## src/rtl/sixstep_pkg.sv

```systemverilog
package sixstep_pkg;

  localparam int NPH = 3;

  typedef logic [1:0] drv_t;
  localparam drv_t DRV_OFF  = 2'd0;
  localparam drv_t DRV_PWM  = 2'd1;
  localparam drv_t DRV_SINK = 2'd2;

  typedef drv_t [NPH-1:0] pat_t;

  // one chopped phase, one sinking phase, the rest floating
  function automatic pat_t pair_pat(int src, int snk);
    pat_t p;
    p = {NPH{DRV_OFF}};
    p[src] = DRV_PWM;
    p[snk] = DRV_SINK;
    return p;
  endfunction

  // code bit 2 = phase A, bit 1 = B, bit 0 = C
  function automatic pat_t decode_state(logic [2:0] code, logic rev, logic brake);
    pat_t p;
    logic [2:0] c;
    p = {NPH{DRV_OFF}};
    c = rev ? ~code : code;
    if (brake) begin
      p = {NPH{DRV_SINK}};
    end else if (code == 3'b111) begin
      p[0] = DRV_PWM;
      p[1] = DRV_SINK;
      p[2] = DRV_SINK;
    end else if (code != 3'b000) begin
      case (c)
        3'b110:  p = pair_pat(1, 2);
        3'b100:  p = pair_pat(0, 2);
        3'b101:  p = pair_pat(0, 1);
        3'b001:  p = pair_pat(2, 1);
        3'b011:  p = pair_pat(2, 0);
        3'b010:  p = pair_pat(1, 0);
        default: p = {NPH{DRV_OFF}};
      endcase
    end
    return p;
  endfunction

  // returns {want_hi, want_lo} for one phase
  function automatic logic [1:0] gate_req(drv_t d, logic pwm, logic freewheel);
    logic [1:0] r;
    case (d)
      DRV_PWM:  r = {pwm, ~pwm & ~freewheel};
      DRV_SINK: r = 2'b01;
      default:  r = 2'b00;
    endcase
    return r;
  endfunction

endpackage

```

## src/rtl/sixstep_sync.sv

```systemverilog
module sixstep_sync #(
  parameter int              WIDTH   = 5,
  parameter logic [WIDTH-1:0] RST_VAL = '0
) (
  input  logic             clk,
  input  logic             rst_n,
  input  logic [WIDTH-1:0] d,
  output logic [WIDTH-1:0] q,
  output logic             valid
);

  logic [WIDTH-1:0] meta_q, stab_q;
  logic [1:0]       fill_q;

  always_ff @(posedge clk or negedge rst_n) begin
    if (!rst_n) begin
      meta_q <= RST_VAL;
      stab_q <= RST_VAL;
      fill_q <= '0;
    end else begin
      meta_q <= d;
      stab_q <= meta_q;
      fill_q <= {fill_q[0], 1'b1};
    end
  end

  assign q     = stab_q;
  assign valid = fill_q[1];

endmodule

```

## src/rtl/sixstep_seq.sv

```systemverilog
module sixstep_seq
  import sixstep_pkg::*;
#(
  parameter int DEAD_CYC = 4
) (
  input  logic clk,
  input  logic rst_n,
  input  pat_t want,
  output pat_t drive,
  output logic busy
);

  localparam int              CW   = (DEAD_CYC > 2) ? $clog2(DEAD_CYC) : 1;
  localparam logic [CW-1:0]   LAST = CW'(DEAD_CYC - 1);

  pat_t          applied_q, target_q;
  logic [CW-1:0] cnt_q;
  logic          busy_q;

  always_ff @(posedge clk or negedge rst_n) begin
    if (!rst_n) begin
      applied_q <= {NPH{DRV_OFF}};
      target_q  <= {NPH{DRV_OFF}};
      cnt_q     <= '0;
      busy_q    <= 1'b0;
    end else if (!busy_q) begin
      if (want != applied_q) begin
        busy_q   <= 1'b1;
        target_q <= want;
        cnt_q    <= '0;
      end
    end else if (want != target_q) begin
      target_q <= want;
      cnt_q    <= '0;
    end else if (cnt_q == LAST) begin
      applied_q <= target_q;
      busy_q    <= 1'b0;
    end else begin
      cnt_q <= cnt_q + 1'b1;
    end
  end

  // while blanking, only phases common to old and new pattern keep driving
  always_comb begin
    for (int p = 0; p < NPH; p++) begin
      drive[p] = (!busy_q || applied_q[p] == target_q[p]) ? applied_q[p] : DRV_OFF;
    end
  end

  assign busy = busy_q;

endmodule

```

## src/rtl/sixstep_gate.sv

```systemverilog
module sixstep_gate #(
  parameter int DEAD_CYC = 4
) (
  input  logic clk,
  input  logic rst_n,
  input  logic want_hi,
  input  logic want_lo,
  output logic gh,
  output logic gl
);

  localparam int            CW   = (DEAD_CYC > 2) ? $clog2(DEAD_CYC) : 1;
  localparam logic [CW-1:0] LAST = CW'(DEAD_CYC - 1);

  logic [CW-1:0] hi_idle_q, lo_idle_q;
  logic          hi_ok, lo_ok;

  assign hi_ok = want_hi & ~gl & (lo_idle_q == LAST);
  assign lo_ok = want_lo & ~want_hi & ~gh & (hi_idle_q == LAST);

  always_ff @(posedge clk or negedge rst_n) begin
    if (!rst_n) begin
      gh        <= 1'b0;
      gl        <= 1'b0;
      hi_idle_q <= LAST;
      lo_idle_q <= LAST;
    end else begin
      gh        <= hi_ok;
      gl        <= lo_ok;
      hi_idle_q <= gh ? '0 : ((hi_idle_q == LAST) ? LAST : hi_idle_q + 1'b1);
      lo_idle_q <= gl ? '0 : ((lo_idle_q == LAST) ? LAST : lo_idle_q + 1'b1);
    end
  end

endmodule

```

## src/rtl/sixstep_commutator.sv

```systemverilog
module sixstep_commutator
  import sixstep_pkg::*;
#(
  parameter int DEAD_CYC = 4
) (
  input  logic       clk,
  input  logic       rst_n,
  input  logic       pwm_in,
  input  logic [2:0] hall_in,
  input  logic       dir_in,
  input  logic       brake_n,
  input  logic       async_mode,
  output logic [2:0] gate_hi,
  output logic [2:0] gate_lo
);

  localparam int SYW = 5;

  logic [SYW-1:0] synced;
  logic           inputs_valid;
  logic [2:0]     hall_s;
  logic           dir_s, brake_n_s, brake_on, blanking;
  pat_t           want, drive;

  sixstep_sync #(
    .WIDTH  (SYW),
    .RST_VAL(5'b10000)
  ) u_sync (
    .clk  (clk),
    .rst_n(rst_n),
    .d    ({brake_n, dir_in, hall_in}),
    .q    (synced),
    .valid(inputs_valid)
  );

  assign hall_s    = synced[2:0];
  assign dir_s     = synced[3];
  assign brake_n_s = synced[4];
  assign brake_on  = inputs_valid & ~brake_n_s;

  assign want = inputs_valid ? decode_state(hall_s, dir_s, brake_on) : {NPH{DRV_OFF}};

  sixstep_seq #(
    .DEAD_CYC(DEAD_CYC)
  ) u_seq (
    .clk  (clk),
    .rst_n(rst_n),
    .want (want),
    .drive(drive),
    .busy (blanking)
  );

  for (genvar p = 0; p < NPH; p++) begin : g_phase
    logic [1:0] req;
    assign req = gate_req(drive[p], pwm_in, async_mode);
    sixstep_gate #(
      .DEAD_CYC(DEAD_CYC)
    ) u_gate (
      .clk    (clk),
      .rst_n  (rst_n),
      .want_hi(req[1]),
      .want_lo(req[0]),
      .gh     (gate_hi[p]),
      .gl     (gate_lo[p])
    );
  end

endmodule

```

## config.mk

```make
export PLATFORM = sky130hd
export DESIGN_NAME = sixstep_commutator
export DESIGN_NICKNAME = d
export VERILOG_FILES = /design/src/rtl/sixstep_pkg.sv /design/src/rtl/sixstep_sync.sv /design/src/rtl/sixstep_seq.sv /design/src/rtl/sixstep_gate.sv /design/src/rtl/sixstep_commutator.sv
export SDC_FILE = /design/constraint.sdc
export NUM_CORES = 1
export LEC_CHECK = 0
export ABC_AREA = 1
export BUFFER_PORTS_ARGS = -buffer_cell sky130_fd_sc_hd__buf_2
export CAP_MARGIN = 20
export CELL_PAD_IN_SITES_DETAIL_PLACEMENT = 2
export CELL_PAD_IN_SITES_GLOBAL_PLACEMENT = 2
export CORE_MARGIN = 3
export CORE_UTILIZATION = 40
export CTS_CLUSTER_DIAMETER = 50
export DETAILED_ROUTE_END_ITERATION = 16
export PLACE_DENSITY_LB_ADDON = 0.1
export SYNTH_ARGS = -nofsm -noshare
export SYNTH_HDL_FRONTEND = slang
export SYNTH_SLANG_ARGS = --single-unit
```

## constraint.sdc

```tcl
create_clock -name clk -period 3.2 [get_ports clk]
set_clock_uncertainty 0.05 [all_clocks]
set_input_delay 0.16 -clock clk [delete_from_list [all_inputs] [get_ports clk]]
set_output_delay 0.16 -clock clk [all_outputs]
set_load 0.03 [all_outputs]
```

==> metrics <==
status=finished, final reports clean; die footprint=a little under 0.007 mm²; Startpoint Class=flop; crit-path max FO=11; vias after detailed routing=1785; leakage=1.38 nW; Vias/cell=approximately 5; Max-Cap Viols=0; 1st-pass router iterations=4; Setup crit end=u_seq.target_q[2]; Synthesis Warnings=0; Setup crit end kind=flop; number of flops mapped to enable cells by yosys=0; chip width=82.2 µm; worst hold path type=input port to flop; Detailed Place HPWL=4280 µm; Ant. Diodes=0; Max Slew Vio Count=0; Final nets=between 300 and 400; total CTS buffers=5; post-placement worst setup slack=1.05 ns; syn nets=280; Die Ht=82.2 µm; Residual DRC=0; area of the multi-input gates=976 µm²; critical path's most frequent cell=nand2_1; Ports=15; final worst slack=1.07 ns; CTS tree=built; VDD IR max=0.198 mV; DR iter-0 viols=47; Reg-to-Reg Start=u_sync.q[3]; worst skew pair latency=0.30 ns; CP max-delay cell=dfrtp_1; CTS Sinks=45; R2R depth=13; placed cell areas=~0.0024 mm²; grt total ovfl=0; number of distinct library cells after synthesis=28; RSZ-0062 raised after global routing=false; post-CTS setup buffers=0; final setup TNS=0 ns; largest net degree at the start of global routing=46; CP Data Required Time=between 3 and 4 ns; CTS root buf=clkbuf_8; Buf/Inv on CP=1; Core Footprint=0.00557 mm²; worst path cell trace=inv_1 -> nand2_1 -> nand2_1 -> nand2_1 -> o21bai_2 -> nand2_1 -> nand2_1 -> nand2_2 -> nor2_4 -> nand3_4 -> nand2_2 -> nand2_1 -> o21ai_1; Final setup viols=0; clock buffer depth=2; first-pass GRT wire length=roughly 9800 µm; GP Congestion=0.764; Post-synth ARST share=100%; kind of cell adding the most delay to the critical path=simple AND/OR/NAND/NOR gates; fin util=47.1%; Synth Flop Type=dfrtp_1; Fillers=635; number of synthesized register bits=45; initial antenna violation count=0; commonest non-fill, non-tap cells in the layout=nand2_1, inv_1, dfrtp_1, nor2_1; Post-Syn Area=0.00232 mm²; Max-slew headroom=62.3%; CP arrival=2.31 ns; Fin. Hold Viols=0; RR Endpoint=u_seq.target_q[2]; Starting Density=41.6%; Synth-to-Final Area Change=13.3%; Worst Max-Slew Pin Slew=0.565 ns; wire length per cell=roughly 16 µm; GRT Total Usage=~20%; Power Density=508 mW/mm²; IO Port Bufs=14; row cnt=27; H-Tree Depth=2; period utilisation layout=66.6%; Finished Cell Area=0.00263 mm²; Sequential cell area=0.00114 mm²; Avg Cell Area, Syn=8.79 µm²; sequential area share after synthesis=49.3%; most common cell after layout, fill and taps aside=nand2_1; number of global-route vias before repair=between 2000 and 2500; fin crit period=2.13 ns; R2R Setup Slk=about 1.1 ns; WP depth=13; Critical path origin=u_sync.q[3]; WL final=5860 µm; Achievable Freq=about 0.47 GHz; share of layout cells above drive strength 1=between 20% and 30%; clock-pin transition on the worst setup and hold timing paths=0.09 ns; critical path's largest stage delay=0.41 ns; Synth Instances=264; Worst Setup Path Type=flop to flop; Final ANT Viol Nets=0
## worst reg2reg max path, stage by stage (launching register included)
cell and delay, ns:
dfrtp_1 0.41, inv_1 0.12, nand2_1 0.11, nand2_1 0.15, nand2_1 0.10, o21bai_2 0.16
nand2_1 0.14, nand2_1 0.13, nand2_2 0.07, nor2_4 0.14, nand3_4 0.10, nand2_2 0.22
nand2_1 0.08, o21ai_1 0.09
## logic make-up (layout without fill, tap and decap cells)
logic type | Yosys count | in the layout | share of synthesized area (%)
buffers and inverters | 45 | 67 | 8.63
adder cells (fa/ha/maj) | 7 | 7 | 3.78
flip-flops | 45 | 45 | 49.3
AO/OA/AOI/OAI | 29 | 29 | 7.28
other | 1 | 1 | 0.162
XOR/XNOR | 8 | 8 | 3.02
AND/OR/NAND/NOR | 129 | 129 | 27.8
## layer usage
metal	part of all wire [%]	track usage [%]	wire length, µm
met1	44	23.6	2590
met3	2.3	3.69	134
met5	0	0	0
met2	52	35.9	3060
met4	1.2	5.48	72
## report_power, final
part	leakage, nW	internal (W)	switching, W
Sequential	0.547	0.000603	0.0000422
Clock	0.0585	0.000255	0.000198
Combinational	0.777	0.0000850	0.000151
Total	1.38	0.000943	0.000392
## registers in the layout, summed over array words and instances, names as in the netlist
signal / cells
u_seq.busy: 1
u_seq.cnt_q: 2
g_phase.u_gate.hi_idle_q: 6
u_sync.meta_q: 5
u_sync.q: 5
u_seq.applied_q: 6
g_phase.u_gate.lo_idle_q: 6
u_sync.fill_q: 2
g_phase.u_gate.gh: 3
g_phase.u_gate.gl: 3
u_seq.target_q: 6
## final cells by class
cell class,count,share of cell area (%)
repair buffers,21,6.00
inverters,38,5.48
flip-flops and latches,45,43.5
clock buffers,7,3.29
clock inverters,1,1.14
well taps,72,3.43
multi-input cells,174,37.1
## timing repair
item | CTS | global route
hold buffers | 5 | 1
hold endpoints to repair | 5 | 12
resized for setup | 0 | 0
## synthesized netlist by cell type, types with 3 or more instances
library cell | instances | area (µm²)
o21ai_2 | 4 | 35.0
buf_4 | 6 | 45.0
nand3_1 | 10 | 50.1
ha_1 | 7 | 87.6
dfrtp_1 | 31 | 776
nor2_1 | 16 | 60.1
nand3b_1 | 4 | 30.0
nand2_1 | 68 | 255
a21oi_1 | 13 | 65.1
nor2_2 | 3 | 18.8
inv_1 | 36 | 135
nor4_1 | 6 | 37.5
nand3_2 | 4 | 40.0
nor2_4 | 3 | 33.8
o21ai_0 | 9 | 45.0
nand2_2 | 9 | 56.3
nand4_1 | 4 | 25.0
xor2_1 | 8 | 70.1
dfstp_2 | 14 | 368
## how the worst min path moves through the flow
stage	from	endpoint	slack, ns	depth (start not counted)
after global routing	pwm_in	g_phase[1].u_gate.gh	0.09	3
after global placement	brake_n	u_sync.meta_q[4]	0.22	1
after CTS	rst_n	g_phase[2].u_gate.gh	0.01	1
after detailed placement	brake_n	u_sync.meta_q[4]	0.22	1
after floorplan	rst_n	g_phase[0].u_gate.gh	-0.19	0
final	pwm_in	g_phase[1].u_gate.gh	0.09	3
## through the flow
stage / hold WS, ns / power [W] / cells
after floorplan: -0.186 / 0.000820 / 264
after global placement: 0.216 / 0.000873 / 343
after detailed placement: 0.217 / 0.000886 / 343
after CTS: 0.0128 / 0.00135 / 356
after global routing: 0.0941 / 0.00143 / 358
final: 0.0948 / 0.00133 / 358
(Power assumes the default switching activity.)
